$ cat config.mk
export PLATFORM = sky130hd
export DESIGN_NAME = bunch_kick_fir3
export DESIGN_NICKNAME = d
export VERILOG_FILES = /design/src/rtl/bkick_pkg.sv /design/src/rtl/bkick_history.sv /design/src/rtl/bkick_mac.sv /design/src/rtl/bkick_shaper.sv /design/src/rtl/bunch_kick_fir3.sv
export SDC_FILE = /design/constraint.sdc
export NUM_CORES = 2
export LEC_CHECK = 0
export ABC_CLOCK_PERIOD_IN_PS = 11710
export CORE_MARGIN = 4
export CORE_UTILIZATION = 65
export DETAILED_ROUTE_END_ITERATION = 8
export PLACE_DENSITY = 0.9
export RECOVER_POWER = 50
export SETUP_SLACK_MARGIN = 0.3
export SLEW_MARGIN = 0
export SYNTH_ARGS = -nofsm -noshare
export SYNTH_HDL_FRONTEND = slang
export SYNTH_SLANG_ARGS = --single-unit
$ cat constraint.sdc
create_clock -name clk -period 11.71 [get_ports clk]
set_input_delay 2.342 -clock clk [delete_from_list [all_inputs] [get_ports clk]]
set_output_delay 2.342 -clock clk [all_outputs]
set_load 0.02 [all_outputs]
$ cat src/rtl/bkick_pkg.sv
package bkick_pkg;

    localparam int POS_W     = 16;
    localparam int COEF_W    = 12;
    localparam int KICK_W    = 12;
    localparam int GAIN_W    = 8;
    localparam int GAIN_FRAC = 4;
    localparam int DB_W      = KICK_W - 1;
    localparam int ACC_W     = POS_W + COEF_W + 2;
    localparam int SCL_W     = ACC_W + GAIN_W + 1;
    localparam int CSUM_W    = COEF_W + 2;

    typedef logic signed [POS_W-1:0]  pos_t;
    typedef logic signed [COEF_W-1:0] coef_t;
    typedef logic signed [KICK_W-1:0] kick_t;
    typedef logic signed [ACC_W-1:0]  acc_t;
    typedef logic signed [SCL_W-1:0]  scl_t;
    typedef logic signed [CSUM_W-1:0] csum_t;

    localparam scl_t KICK_HI = scl_t'((1 <<< (KICK_W - 1)) - 1);
    localparam scl_t KICK_LO = scl_t'(-(1 <<< (KICK_W - 1)));

    // One bucket's three turns of position, carried from the history stage
    typedef struct packed {
        logic vld;
        logic arm;
        pos_t x0;
        pos_t x1;
        pos_t x2;
    } taps_t;

    function automatic logic coef_cancel(coef_t a, coef_t b, coef_t c);
        csum_t s;
        s = csum_t'(a) + csum_t'(b) + csum_t'(c);
        return (s == '0);
    endfunction

    // Dead band first, then clamp to the kick range
    function automatic kick_t shape_kick(scl_t v, logic [DB_W-1:0] db);
        scl_t mag;
        scl_t dbx;
        mag = (v < 0) ? -v : v;
        dbx = scl_t'({1'b0, db});
        if (mag <= dbx)     return '0;
        if (v > KICK_HI)    return kick_t'(KICK_HI[KICK_W-1:0]);
        if (v < KICK_LO)    return kick_t'(KICK_LO[KICK_W-1:0]);
        return kick_t'(v[KICK_W-1:0]);
    endfunction

endpackage

$ cat src/rtl/bkick_history.sv
module bkick_history
    import bkick_pkg::*;
#(
    parameter int NBKT  = 16,
    parameter int BKT_W = $clog2(NBKT)
) (
    input  logic             clk,
    input  logic             rst,
    input  logic             in_vld,
    input  logic [BKT_W-1:0] in_bkt,
    input  pos_t             in_pos,
    input  logic             in_mark,
    output taps_t            taps,
    output logic [BKT_W-1:0] taps_bkt
);

    localparam logic [1:0] ARMED = 2'd3;

    pos_t       hist1 [NBKT];
    pos_t       hist2 [NBKT];
    logic [1:0] turns_q;
    logic [1:0] turns_nxt;

    always_comb begin
        turns_nxt = turns_q;
        if (in_vld && in_mark && (turns_q != ARMED))
            turns_nxt = turns_q + 2'd1;
    end

    // Read-modify-write: old slots read, shifted and refilled in one cycle
    always_ff @(posedge clk) begin
        if (rst) begin
            for (int i = 0; i < NBKT; i++) begin
                hist1[i] <= '0;
                hist2[i] <= '0;
            end
        end else if (in_vld) begin
            hist1[in_bkt] <= in_pos;
            hist2[in_bkt] <= hist1[in_bkt];
        end
    end

    always_ff @(posedge clk) begin
        if (rst) begin
            turns_q  <= '0;
            taps     <= '0;
            taps_bkt <= '0;
        end else begin
            turns_q  <= turns_nxt;
            taps.vld <= in_vld;
            taps.arm <= (turns_nxt == ARMED);
            taps.x0  <= in_pos;
            taps.x1  <= hist1[in_bkt];
            taps.x2  <= hist2[in_bkt];
            taps_bkt <= in_bkt;
        end
    end

endmodule

$ cat src/rtl/bkick_mac.sv
module bkick_mac
    import bkick_pkg::*;
#(
    parameter int BKT_W = 4
) (
    input  logic             clk,
    input  logic             rst,
    input  taps_t            taps,
    input  logic [BKT_W-1:0] taps_bkt,
    input  coef_t            c_now,
    input  coef_t            c_prev,
    input  coef_t            c_old,
    output acc_t             acc,
    output logic             acc_vld,
    output logic             acc_arm,
    output logic [BKT_W-1:0] acc_bkt
);

    acc_t sum_c;

    always_comb begin
        sum_c = acc_t'(c_now)  * acc_t'(taps.x0)
              + acc_t'(c_prev) * acc_t'(taps.x1)
              + acc_t'(c_old)  * acc_t'(taps.x2);
    end

    always_ff @(posedge clk) begin
        if (rst) begin
            acc     <= '0;
            acc_vld <= 1'b0;
            acc_arm <= 1'b0;
            acc_bkt <= '0;
        end else begin
            acc     <= sum_c;
            acc_vld <= taps.vld;
            acc_arm <= taps.arm;
            acc_bkt <= taps_bkt;
        end
    end

endmodule

$ cat src/rtl/bkick_shaper.sv
module bkick_shaper
    import bkick_pkg::*;
#(
    parameter int BKT_W = 4
) (
    input  logic              clk,
    input  logic              rst,
    input  acc_t              acc,
    input  logic              acc_vld,
    input  logic              acc_arm,
    input  logic [BKT_W-1:0]  acc_bkt,
    input  logic [GAIN_W-1:0] gain,
    input  logic [DB_W-1:0]   db,
    input  logic              block,
    output logic              k_vld,
    output logic [BKT_W-1:0]  k_bkt,
    output kick_t             k_val
);

    scl_t  scaled;
    kick_t shaped;

    always_comb begin
        scaled = (scl_t'(acc) * scl_t'({1'b0, gain})) >>> GAIN_FRAC;
        shaped = shape_kick(scaled, db);
    end

    always_ff @(posedge clk) begin
        if (rst) begin
            k_vld <= 1'b0;
            k_bkt <= '0;
            k_val <= '0;
        end else begin
            k_vld <= acc_vld;
            k_bkt <= acc_bkt;
            k_val <= (acc_vld && acc_arm && !block) ? shaped : '0;
        end
    end

endmodule

$ cat src/rtl/bunch_kick_fir3.sv
module bunch_kick_fir3
    import bkick_pkg::*;
#(
    parameter int NBKT  = 16,
    parameter int BKT_W = $clog2(NBKT)
) (
    input  logic                     clk,
    input  logic                     rst,
    input  logic                     pos_valid,
    input  logic [BKT_W-1:0]         pos_bucket,
    input  logic signed [POS_W-1:0]  pos_value,
    input  logic                     turn_mark,
    input  logic signed [COEF_W-1:0] coef_now,
    input  logic signed [COEF_W-1:0] coef_prev,
    input  logic signed [COEF_W-1:0] coef_old,
    input  logic [GAIN_W-1:0]        kick_gain,
    input  logic [DB_W-1:0]          dead_band,
    output logic                     kick_valid,
    output logic [BKT_W-1:0]         kick_bucket,
    output logic signed [KICK_W-1:0] kick_value,
    output logic                     coef_bad
);

    taps_t            taps;
    logic [BKT_W-1:0] taps_bkt;
    acc_t             acc;
    logic             acc_vld;
    logic             acc_arm;
    logic [BKT_W-1:0] acc_bkt;
    logic             coef_off;

    assign coef_off = !coef_cancel(coef_now, coef_prev, coef_old);

    always_ff @(posedge clk) begin
        if (rst) coef_bad <= 1'b0;
        else     coef_bad <= coef_off;
    end

    bkick_history #(.NBKT(NBKT), .BKT_W(BKT_W)) u_hist (
        .clk      (clk),
        .rst      (rst),
        .in_vld   (pos_valid),
        .in_bkt   (pos_bucket),
        .in_pos   (pos_value),
        .in_mark  (turn_mark),
        .taps     (taps),
        .taps_bkt (taps_bkt)
    );

    bkick_mac #(.BKT_W(BKT_W)) u_mac (
        .clk      (clk),
        .rst      (rst),
        .taps     (taps),
        .taps_bkt (taps_bkt),
        .c_now    (coef_now),
        .c_prev   (coef_prev),
        .c_old    (coef_old),
        .acc      (acc),
        .acc_vld  (acc_vld),
        .acc_arm  (acc_arm),
        .acc_bkt  (acc_bkt)
    );

    bkick_shaper #(.BKT_W(BKT_W)) u_shape (
        .clk     (clk),
        .rst     (rst),
        .acc     (acc),
        .acc_vld (acc_vld),
        .acc_arm (acc_arm),
        .acc_bkt (acc_bkt),
        .gain    (kick_gain),
        .db      (dead_band),
        .block   (coef_off),
        .k_vld   (kick_valid),
        .k_bkt   (kick_bucket),
        .k_val   (kick_value)
    );

endmodule

==> results.md <==
* Status: finished, violations left
* Failing checks: max-capacitance violations, max-slew violations
* Min-Delay Path Class: reg2reg
* Hold Startpoint: u_hist.taps_bkt[1]
* Critical Path End Type: flop
* Mapped Avg Cell Area at 10.5 um^2
* Vias in the first global route at 45844
* Wire per inst at 23.9 um
* Reg-to-Reg End: u_mac.acc[29]
* Fraction of layout cells with a size suffix above 1 at 6.46%
* Detail Route Antenna Nets at 0
* Final hold vios at 0
* Async S/R FF share, synth at 0%
* Syn_nets at 6696
* DP HPWL at 112000 um
* Post-synthesis mux area share at 6.36%
* H-tree depth at 3
* Largest net degree at the start of global routing at 88
* Area delta synth->final at 6.92%
* CP Class: in2reg
* First-pass GRT wire length at 253000 um
* RSZ-0062 raised after global routing: no
* Final setup fails at 0
* CTS Buffer Depth at 3
* Commonest non-fill, non-tap cell in the layout: inv_1
* Total global routing overflow at 0
* Post-Synth Simple-Gate Area at 15.9%
* Initial Utilization at 65.7%
* Number of remaining DRC errors at 0
* Worst Path Arrival at 11.04 ns
* Setup repair bufs after CTS at 0
* FF-to-FF path depth at 30
* EDFF count, synth at 512
* Post-Synthesis Cells at 5549
* Gpl congestion at 0.940
* Die area at 0.0946 mm^2
* FMAX at 0.0945 GHz
* Hold Path Depth at 1
* XOR/XNOR share of the synthesized area at 2.28%
* Mapped cell area at 0.0584 mm^2
* Number of port buffers at 96
* Most frequent cells in the layout: inv_1, fa_1, nand2_1
* Clk sinks at 622
* Worst reg2reg startpoint: u_hist.taps[39]
* Via density at 6.36
* Ports at 97
* Wirelength, routed at 161000 um
* Sequential fraction of the synthesis area at 30.1%
* Root Driver: clkbuf_16
* Antenna violations before repair at 11
* CTS tree: built
* Top FF cell, synth: edfxtp_1
* Num rows at 109
* Setup_tns at 0 ns
* Final period util at 90.4%
* Post-Synth Adder-Cell Area at 32.7%
* Seq cells post-synth at 622
* All-layer global routing usage at 34.7%
* Slew headroom at -206%
* Post-Route Skew at 0.0392 ns
* Crit path max fanout at 30
* PostCTS Resize Cnt at 0
* Fin crit period at 10.59 ns
* Hold buffer count at cts at 0
* Synth warnings at 0
* Largest family of logic cells by synthesized area: adder cells
* Routed vias at 42683
* Max-cap violations at 14
* Nets at 6639
* R2R Setup Slk at 3.17 ns
* Worst skew pair latency at 0.64 ns
* Compound-gate portion of the synthesized area at 4.70%
* Hold Path End: u_mac.acc_bkt[1]
* CP required at 12.16 ns
* TritonRoute pass-1 iters at 8
* Clock transition at path regs at 0.06 ns
* DRT iter0 DRCs at 4862
* CTS buffer count at 66
* CP peak stage delay at 1.17 ns
* Core region area at 0.0888 mm^2
* Cell variety after synth at 82
* Slew Limit Fails at 613
* Fin Hold WS at 0.424 ns
* Die H at 308 um
* Crit-path slowest cell: clkdlybuf4s50_1
* Worst-Margin Slew at 4.59 ns
* Critical Path Start Type: primary input
* Chip width at 308 um
## layout make-up
| cell class | instances | area (um^2) |
|---|---|---|
| clock buffers | 88 | 1830 |
| fillers | 5811 | 26400 |
| well taps | 1165 | 1460 |
| flip-flops and latches | 622 | 17600 |
| repair buffers | 162 | 1350 |
| clock inverters | 31 | 447 |
| inverters | 936 | 3510 |
| diodes | 5 | 12.5 |
| multi-input cells | 3704 | 36200 |
## logic make-up after synthesis
family / after synthesis
adder cells (fa/ha/maj): 1068
buffers and inverters: 1223
AO/OA/AOI/OAI: 417
AND/OR/NAND/NOR: 1880
XOR/XNOR: 151
flip-flops: 622
multiplexers: 188
## critical path, delay by kind of cell
kind            cells  cell delay [ns]
compound gates     12             2.32
fa+ha+maj           6             2.81
simple gates        9             2.19
buf+inv             4             1.32
## registers in the layout, summed over array words and instances, names as in the netlist
name and cells:
u_hist.taps_bkt 4, u_shape.k_bkt 4, u_mac.acc_vld 1, u_mac.acc_bkt 4, u_shape.k_val 12, u_hist.taps 50
u_shape.k_vld 1, coef_bad 1, u_mac.acc_arm 1, u_hist.hist2 256, u_hist.hist1 256, u_mac.acc 30
u_hist.turns_q 2
## routing by layer
metal	vias to the layer above	part of all wire, %	global-route usage [%]
li1	17774	-	-
met1	20911	33	40.9
met2	3173	49	58.8
met3	815	11	7.57
met4	10	7.3	21.1
met5	-	0.039	0
## Yosys cell counts, types with 71 or more instances
master	number	area share, %
xnor2_1	105	1.6
dfxtp_1	110	3.8
a21oi_1	117	1.0
inv_1	936	6.0
nand2b_1	71	0.76
o21ai_0	74	0.63
edfxtp_1	512	26
clkbuf_1	267	1.7
and3_1	214	2.3
mux4_2	144	5.6
and2_1	376	4.0
nand2_1	569	3.7
ha_1	306	6.6
nor2_1	406	2.6
fa_1	762	26
## stage by stage
| stage | worst slack [ns] | cells | util [%] | instance area, um^2 |
|---|---|---|---|---|
| 6_report | 1.12 | 6713 | 70.3 | 62400 |
| 2_1_floorplan | 1.91 | 5549 | - | 58400 |
| 4_1_cts | 1.23 | 6708 | 70.4 | 62500 |
| 3_5_place_dp | 0.583 | 6589 | 67.9 | 60200 |
| 5_1_grt | 0.473 | 6708 | 70.3 | 62400 |
| 3_3_place_gp | 0.900 | 6589 | 67.9 | 60200 |
## worst max-delay path by stage
stage | cells after the start | end | from | slack, ns
after global routing | 31 | u_shape.k_val[7] | kick_gain[3] | 0.47
after CTS | 31 | u_shape.k_val[7] | kick_gain[3] | 1.23
after global placement | 31 | u_shape.k_val[1] | kick_gain[3] | 0.90
after detailed placement | 31 | u_shape.k_val[7] | kick_gain[3] | 0.58
final | 31 | u_shape.k_val[7] | kick_gain[3] | 1.12
after floorplan | 34 | u_shape.k_val[10] | kick_gain[0] | 1.91
Power is not shown: default switching activity piles up to over one toggle a cycle in this logic, so the estimate is an artifact.
